### src/rtl/tgo_pkg.sv
package tgo_pkg;
  typedef enum logic [1:0] {
    TRIG_OFF  = 2'd0,
    TRIG_OVF  = 2'd1,
    TRIG_BOTH = 2'd2,
    TRIG_RSVD = 2'd3
  } trig_e;

  localparam int TRIG_W = 2;

  // Reserved encoding behaves as no trigger.
  function automatic logic trig_active(input logic [TRIG_W-1:0] sel);
    return (sel == TRIG_OVF) || (sel == TRIG_BOTH);
  endfunction

  function automatic logic match_enabled(input logic [TRIG_W-1:0] sel);
    return sel == TRIG_BOTH;
  endfunction
endpackage

### src/rtl/tgo_event_sel.sv
module tgo_event_sel
  import tgo_pkg::*;
(
  input  logic              ovf_evt,
  input  logic              mat_evt,
  input  logic [TRIG_W-1:0] trig_sel,
  output logic              any_hit,
  output logic              odd_hits
);
  logic ovf_sel;
  logic mat_sel;

  always_comb begin
    ovf_sel  = ovf_evt && trig_active(trig_sel);
    mat_sel  = mat_evt && match_enabled(trig_sel);
    any_hit  = ovf_sel || mat_sel;
    // two coincident selected events invert twice
    odd_hits = ovf_sel ^ mat_sel;
  end
endmodule

### src/rtl/tgo_level_reg.sv
module tgo_level_reg #(
  parameter logic RESET_LEVEL = 1'b0
) (
  input  logic clk,
  input  logic rst,
  input  logic freeze,
  input  logic force_idle,
  input  logic idle_level,
  input  logic toggle_mode,
  input  logic any_hit,
  input  logic odd_hits,
  output logic level
);
  logic level_q;
  logic level_d;

  always_comb begin
    level_d = level_q;
    if (freeze) begin
      level_d = level_q;
    end else if (force_idle) begin
      level_d = idle_level;
    end else if (toggle_mode) begin
      if (odd_hits) level_d = ~level_q;
    end else begin
      level_d = any_hit ? ~idle_level : idle_level;
    end
  end

  always_ff @(posedge clk) begin
    if (rst) level_q <= RESET_LEVEL;
    else     level_q <= level_d;
  end

  assign level = level_q;
endmodule

### src/rtl/tmr_evt_out.sv
module tmr_evt_out
  import tgo_pkg::*;
#(
  parameter logic RESET_LEVEL = 1'b0
) (
  input  logic              clk,
  input  logic              rst,
  input  logic              ovf_evt,
  input  logic              mat_evt,
  input  logic              running,
  input  logic              pin_is_input,
  input  logic [TRIG_W-1:0] trig_sel,
  input  logic              toggle_mode,
  input  logic              idle_level,
  output logic              pin_level
);
  logic any_hit;
  logic odd_hits;
  logic force_idle;

  assign force_idle = !running || !trig_active(trig_sel);

  tgo_event_sel u_sel (
    .ovf_evt  (ovf_evt),
    .mat_evt  (mat_evt),
    .trig_sel (trig_sel),
    .any_hit  (any_hit),
    .odd_hits (odd_hits)
  );

  tgo_level_reg #(.RESET_LEVEL(RESET_LEVEL)) u_lvl (
    .clk         (clk),
    .rst         (rst),
    .freeze      (pin_is_input),
    .force_idle  (force_idle),
    .idle_level  (idle_level),
    .toggle_mode (toggle_mode),
    .any_hit     (any_hit),
    .odd_hits    (odd_hits),
    .level       (pin_level)
  );
endmodule

### config.mk
export PLATFORM = sky130hd
export DESIGN_NAME = tmr_evt_out
export DESIGN_NICKNAME = d
export VERILOG_FILES = /design/src/rtl/tgo_pkg.sv /design/src/rtl/tgo_event_sel.sv /design/src/rtl/tgo_level_reg.sv /design/src/rtl/tmr_evt_out.sv
export SDC_FILE = /design/constraint.sdc
export NUM_CORES = 1
export LEC_CHECK = 0
export BUFFER_PORTS_ARGS = -buffer_cell sky130_fd_sc_hd__buf_2
export CORE_AREA = 2 2 39 41
export DETAILED_ROUTE_END_ITERATION = 6
export DIE_AREA = 0 0 41 43
export REMOVE_ABC_BUFFERS = 1
export SLEW_MARGIN = 30
export SYNTH_ARGS = -nofsm -noshare
export SYNTH_HDL_FRONTEND = slang
export SYNTH_SLANG_ARGS = --single-unit
export TNS_END_PERCENT = 10
### constraint.sdc
create_clock -name clk -period 1.4 [get_ports clk]
set_input_delay 0 -clock clk [delete_from_list [all_inputs] [get_ports clk]]
set_output_delay 0 -clock clk [all_outputs]
set_load 0.005 [all_outputs]
* After elaboration in Yosys (flattened, before gate mapping)
Cells that the tools add are included.
** Storage, ports and cells
- Memories kept :: 0
- Output and inout bits :: 1
- Register bits after elaboration :: 1
- Bits in latches :: 0
- Logic and storage cells :: 20
- Memory bits (writable) :: 0
- Memory bits (read-only) :: 0
** Cells by class
- Div/mod/pow operators :: 0
- Multiplexer cells :: 4
- Eq/ne operators :: 3
- Shift operators :: 0
- Magnitude comparators :: 0
- Bitwise operators :: 4
- Add/sub/neg operators :: 0
- Reduce and logical (&&, ||, !) cells :: 8
- $mul :: 0
** Operator list (count)
- $mux 1 :: 4
- $logic_or 1x1->1 :: 3
- $ne 3x1->1 const B :: 1
- $not 1->1 :: 3
- $eq 2x1->1 const B :: 1
- $eq 2x2->1 const B :: 1
- $logic_and 1x1->1 :: 2
- $logic_not 1->1 :: 2
- $reduce_and 2->1 :: 1
- $xor 1x1->1 :: 1

* Depth between registers and ports, before layout
Gate-level depths: netlist of run 1.
- Depth after elaboration :: 7
- Gate-level depth with buffers :: 7
- Mapped depth without buffers :: 7

* Cells and area by module
Synthesis of run 1 repeated with hierarchy kept, for this count alone.
** Unflattened totals
- Cell total of the unflattened synthesis :: 16
- Area, all modules :: 131.4 um2
** By module, submodules not included
- tgo_level_reg :: seq. area each 20.0 um2, instances 1, area each 76.3 um2, cells each 8
- tgo_event_sel :: seq. area each 0.0 um2, instances 1, area each 42.5 um2, cells each 6
- tmr_evt_out :: seq. area each 0.0 um2, instances 1, area each 12.5 um2, cells each 2

* Least setup slack after synthesis of run 1
No wires, ideal clock.
- Path kind :: input to register
- Start :: in trig_sel[0]
- End :: reg u_lvl.level_q, in the netlist u_lvl.level
- Path buffers :: 0
- Arrival time :: 1.235 ns
- Stages :: 7
- Slack :: 0.039 ns
- Required time :: 1.274 ns
- Path through :: inv_1 ha_1 nand2b_1 ha_1 or3b_1 a21oi_1 o32ai_1
** Between the ends
- Word-level cells in the longest chain between the ends :: 7
** RTL lines
- start: declaration :: RTL line tmr_evt_out.sv:12 : input logic [TRIG_W-1:0] trig_sel,
- $eq 2x1->1 / $eq 2x2->1 (equally long branches) :: RTL line tgo_pkg.sv:13, tgo_pkg.sv:17
- $logic_or 1x1->1 :: RTL line tgo_pkg.sv:13 : return (sel == TRIG_OVF) || (sel == TRIG_BOTH);
- $logic_and 1x1->1 :: RTL line tgo_event_sel.sv:14 : ovf_sel = ovf_evt && trig_active(trig_sel);
- $logic_or 1x1->1 :: RTL line tgo_event_sel.sv:16 : any_hit = ovf_sel || mat_sel;
- $mux 1 :: RTL line tgo_level_reg.sv:26 : level_d = any_hit ? ~idle_level : idle_level;
- $mux 1 :: RTL line tgo_level_reg.sv:23 : end else if (toggle_mode) begin
- $mux 1 :: RTL line tgo_level_reg.sv:21 : end else if (force_idle) begin
- end signal: assignment :: RTL line tgo_level_reg.sv:32 : else level_q <= level_d;
- end: declaration :: RTL line tgo_level_reg.sv:14 : logic level_q;
Parallel ways exist; a longest one is shown, timed or not.
A chain may end at the register's enable or synchronous reset.

* Worst setup path in the final report of run 1
Same ends and word-level chain as after synthesis.

==> results of run 1 <==
cells in the mapped netlist:
cell type  number  area, sq um
nor4bb_1        1         10.0
nand2_1         2         7.51
or3_1           1         6.26
ha_1            2         25.0
dfxtp_1         1         20.0
or3b_1          1         8.76
o21ai_0         1         5.00
o21ba_1         1         10.0
or2b_1          1         7.51
a21oi_1         1         5.00
inv_1           1         3.75
and2b_4         1         10.0
nand2b_1        1         6.26
o32ai_1         1         8.76
cell families after synthesis:
group                      Yosys count  share of synthesized area, %
and+or+nand+nor                      8                          42.1
AOI/OAI and AO/OA                    4                          21.5
adders and majority gates            2                          18.7
buffers and inverters                1                          2.80
DFF                                  1                          15.0
through the flow:
| stage | cells | area (sq um) | utilization, % | TNS [ns] | worst slack [ns] |
|---|---|---|---|---|---|
| global placement | 43 | 211 | 15.3 | -0.0846 | -0.0846 |
| detailed placement | 43 | 211 | 15.3 | -0.129 | -0.129 |
| CTS | 44 | 282 | 20.3 | -0.0748 | -0.0748 |
| finish | 44 | 285 | 20.6 | 0 | 0.0318 |
| floorplan | 16 | 134 | - | 0 | 0.0392 |
| global route | 44 | 285 | 20.6 | -0.0320 | -0.0320 |
metal layers:
layer,GRT usage (%),up-vias,share of wire (%)
met4,0,0,0
met5,0,-,0
met2,8.75,11,39
met3,0,0,13
li1,-,84,-
met1,6.98,75,48
cell usage in the layout (no fill, tap or decap), types with 2 or more instances in the layout:
master / instances
buf_2: 8
nand2_1: 2
ha_4: 2
buf_6: 2
buf_4: 2
power by group through the flow:
stage | Clock [W] | Combinational [W] | Sequential [W]
floorplan | 0 | 0.0000247 | 0.0000332
global placement | 0 | 0.0000483 | 0.0000331
detailed placement | 0 | 0.0000491 | 0.0000331
CTS | 0 | 0.0000786 | 0.0000332
global route | 0 | 0.0000911 | 0.0000337
finish | 0 | 0.0000810 | 0.0000332
timing repair:
action                     4_1_cts  5_1_grt
setup buffers                    1        0
setup endpoints to repair        1        1
gates resized for setup          9        1
pin swaps                        6        3
cell type report:
class / instances / area, sq um / share of cell area, %
flip-flops and latches: 1 / 20.0 / 7.02
multi-input cells: 14 / 161 / 56.6
repair buffers: 12 / 77.6 / 27.2
inverters: 1 / 6.26 / 2.19
well taps: 16 / 20.0 / 7.02
worst paths after layout:
check,startpoint,to,slack [ns],cells past startpoint
max reg2reg,u_lvl.level$_SDFFE_PP0P_,u_lvl.level$_SDFFE_PP0P_,0.63,3
min,rst,u_lvl.level$_SDFFE_PP0P_,0.20,2
max,trig_sel[0],u_lvl.level$_SDFFE_PP0P_,0.03,8
min reg2reg,u_lvl.level$_SDFFE_PP0P_,u_lvl.level$_SDFFE_PP0P_,0.50,2
critical path: stages:
cell and delay, ns:
buf_6 0.10, inv_4 0.04, ha_4 0.18, nand2b_4 0.14
ha_4 0.27, nor4bb_4 0.04, or3_1 0.30, o32ai_1 0.20
==> run_results.csv, run 1 <==
group,metric,value,unit
global_routing,overflow,0,
placement,numPortBuffers,10,
die,placementRows,14,
global_routing,grt_first_pass_wirelength,669,microns
timing,fin_crit_sh,97.7,%
die,die_h,43,microns
global_routing,grtUsageTotal,5.00,%
placement,finalWeightedCongestion,0.627,
synth,synthCells,16,
die,core,1380,sq um
clocking,ctsHoldBuffers,0,
final_layout,fin_nets,42,
power,seq_power_share,29.1,%
synth,ys_seq_elements,1,
timing,fmax,731,MHz
routing,drtPass1Iterations,4,
status,status,"finished, final reports clean",
routing,vias,170,
final_layout,fill_cells,152,
power,p_switching,0.0000308,W
global_routing,antenna_found_initial,0,
final_layout,antennaDiodeCount,0,
routing,ant_nets,0,
routing,drt_iter0_markers,3,
synth,ys_types,14,
routing,drc_errors,0,
synth,avgSynthCellArea,8.37,sq um
worst_setup_path,critPathArrivalTime,1.27,ns
timing,tightest_slew,0.211,ns
power,cellPowerDensity,400,nW/um^2
worst_setup_path,cp.required,1.31,ns
global_routing,grt_max_degree,5,
worst_setup_path,end_kind,"register",
final_layout,largest_reg_flops,1,
power,p_comb_share,70.9,%
routing,via_per_inst,3.86,
final_layout,drive_above_1_share,67.9,%
die,start_util,9.67,%
worst_setup_path,start_kind,"input port",
die,ioPinCount,11,
global_routing,grt_pass1_vias,177,
power,p_leak,0.125,nW
routing,detail_route.wl_per_cell,8.45,microns
final_layout,syn_to_final_growth,113,%
worst_setup_path,crit_type,"in2reg",
power,p_clk_share,0,%
power,power,0.000114,W
timing,post-route-min-period,1.37,ns
synth,yosysWarnings,0,
timing,rsz0062_at_grt,"true",
timing,fin_skew,0,ns
timing,slew_viol_final,0,
synth,syn_area,134,sq um
die,die_w,41,microns
job,drv_cap,0,
timing,final_hold_viol_count,0,
clocking,clkLatencyLatePin,0,ns
timing,finalSetupViolations,0,
worst_setup_path,cp_max_fo,2,
timing,relSlewSlack,85.9,%
power,peakVddDrop,0.210,mV
die,dieArea,1760,sq um
synth,ys_seq_area_share,15.0,%
clocking,path_clk_slew,0,ns
power,p_sw_share,27.0,%
routing,wl,372,microns
timing,holdWs,0.200,ns
hold_path,hp-class,"in2reg",
power,p_int,0.0000834,W
Note: power is estimated with default switching activity, not from simulation.
==> run 2: changes to the inputs <==
--- a/config.mk
+++ b/config.mk
@@ -9,6 +9,7 @@
 export CORE_AREA = 2 2 39 41
 export DETAILED_ROUTE_END_ITERATION = 6
 export DIE_AREA = 0 0 41 43
+export RECOVER_POWER = 50
 export REMOVE_ABC_BUFFERS = 1
 export SLEW_MARGIN = 30
 export SYNTH_ARGS = -nofsm -noshare
==> run 2 against run 1 <==
  * Critical path depth unchanged
  * Sequential share of layout area about the same
  * Total power decreased by 0.49%
  * Flip-flop and latch count unchanged
  * Final area decreased by 0.44%
  * Combinational power decreased by 0.7%
  * Fmax unchanged
  * Wire length decreased by 0.54%
  * Largest power group unchanged
  * Highest routed layer unchanged
==> run_results.csv, run 2 (same netlist as run 1, synthesis figures left out) <==
group,metric,value,unit
die,die_w,41,microns
die,ioPinCount,11,
die,core,1380,sq um
routing,ant_nets,0,
placement,finalWeightedCongestion,0.627,
timing,setup_slack,0.0318,ns
power,p_int,0.0000828,W
global_routing,grt_first_pass_wirelength,669,microns
routing,drtPass1Iterations,4,
power,p_sw_share,27.1,%
global_routing,grt_max_degree,5,
clocking,clkLatencyLatePin,0,ns
timing,rsz0062_at_grt,"true",
job,drv_cap,0,
worst_setup_path,start_kind,"input port",
global_routing,overflow,0,
worst_setup_path,cp_max_fo,2,
final_layout,syn_to_final_growth,112,%
placement,numPortBuffers,10,
timing,relSlewSlack,85.9,%
final_layout,mostFrequentLayoutCells,"buf_2 (7), nand2_1 (2), ha_4 (2), buf_6 (2), buf_4 (2)",
clocking,path_clk_slew,0,ns
clocking,ctsHoldBuffers,0,
hold_path,hp-class,"in2reg",
status,status,"finished, final reports clean",
placement,placed_cell_area,211,sq um
routing,vias,170,
power,p_leak,0.121,nW
routing,via_per_inst,3.86,
final_layout,fin_area,284,sq um
timing,holdWs,0.200,ns
final_layout,fill_cells,151,
power,peakVddDrop,0.208,mV
final_layout,multi_input_area,161,sq um
power,p_clk_share,0,%
global_routing,grt.met1_usage,6.98,%
final_layout,drive_above_1_share,64.3,%
routing,drc_errors,0,
global_routing,grt_pass1_vias,177,
worst_setup_path,critPathArrivalTime,1.27,ns
global_routing,globalRouteMet3Util,0,%
final_layout,final_common_cell,"buf_2",
power,p_comb_share,70.7,%
routing,wl,370,microns
placement,place_ws,-0.129,ns
worst_setup_path,reg2reg_depth,3,
timing,post-route-min-period,1.37,ns
hold_path,hold_depth,2,
die,die_h,43,microns
worst_setup_path,end_kind,"register",
global_routing,top_usage_layer,"met2",
final_layout,seqCellArea,20.0,sq um
power,p_switching,0.0000308,W
power,seq_power_share,29.3,%
routing,detail_route.wl_per_cell,8.41,microns
die,placementRows,14,
die,dieArea,1760,sq um
final_layout,antennaDiodeCount,0,
timing,fin_crit_sh,97.7,%
global_routing,grtUsageTotal,5.00,%
timing,final_hold_viol_count,0,
global_routing,antenna_found_initial,0,
worst_setup_path,cp.required,1.31,ns
timing,fin_skew,0,ns
routing,drt_iter0_markers,3,
timing,tightest_slew,0.211,ns
worst_setup_path,crit_type,"in2reg",
final_layout,fin_nets,42,
global_routing,grt.met2_usage,8.75,%
power,cellPowerDensity,400,nW/um^2
placement,dp.cells,43,
worst_setup_path,ff2ff_setup_slack,0.63,ns
timing,finalSetupViolations,0,
timing,slew_viol_final,0,
final_layout,fin_cells,44,
timing,fmax,731,MHz
die,start_util,9.67,%
final_layout,largest_reg_flops,1,
timing,fin_setup_tns,0,ns
-- run 2: repair_timing --
item	4_1_cts	5_1_grt
setup endpoints to repair	1	1
resized for setup	9	1
cloned	0	0
pin swaps	6	3
setup buffers	1	0
-- run 2: worst max-delay path: stages --
cell and delay, ns:
buf_6 0.10, inv_4 0.04, ha_4 0.18, nand2b_4 0.14, ha_4 0.27, nor4bb_4 0.04, or3_1 0.30, o32ai_1 0.20
-- run 2: power by group through the flow --
stage | Sequential, W | Clock (W) | Combinational [W]
3_3_place_gp | 0.0000331 | 0 | 0.0000483
3_5_place_dp | 0.0000331 | 0 | 0.0000491
2_1_floorplan | 0.0000332 | 0 | 0.0000247
4_1_cts | 0.0000332 | 0 | 0.0000786
6_report | 0.0000333 | 0 | 0.0000804
5_1_grt | 0.0000338 | 0 | 0.0000904
-- run 2: layout make-up --
cell class / instances / share of cell area (%)
Inverter: 1 / 2.20
Multi-Input combinational cell: 14 / 56.8
Sequential cell: 1 / 7.05
Tap cell: 16 / 7.05
Timing Repair Buffer: 12 / 26.9
-- run 2: per-stage QoR --
step | total power (W) | util, %
floorplan | 0.0000579 | -
CTS | 0.000112 | 20.3
finish | 0.000114 | 20.5
global route | 0.000124 | 20.5
detailed placement | 0.0000822 | 15.3
global placement | 0.0000814 | 15.3
-- run 2: final timing paths --
kind / start / end
hold / removal: rst / u_lvl.level$_SDFFE_PP0P_
setup reg to reg: u_lvl.level$_SDFFE_PP0P_ / u_lvl.level$_SDFFE_PP0P_
hold reg to reg: u_lvl.level$_SDFFE_PP0P_ / u_lvl.level$_SDFFE_PP0P_
setup / recovery: trig_sel[0] / u_lvl.level$_SDFFE_PP0P_
-- run 2: routing by layer --
metal	vias up	share of wire (%)
met5	-	0
met2	11	39
met1	75	48
li1	84	-
met3	0	13
met4	0	0
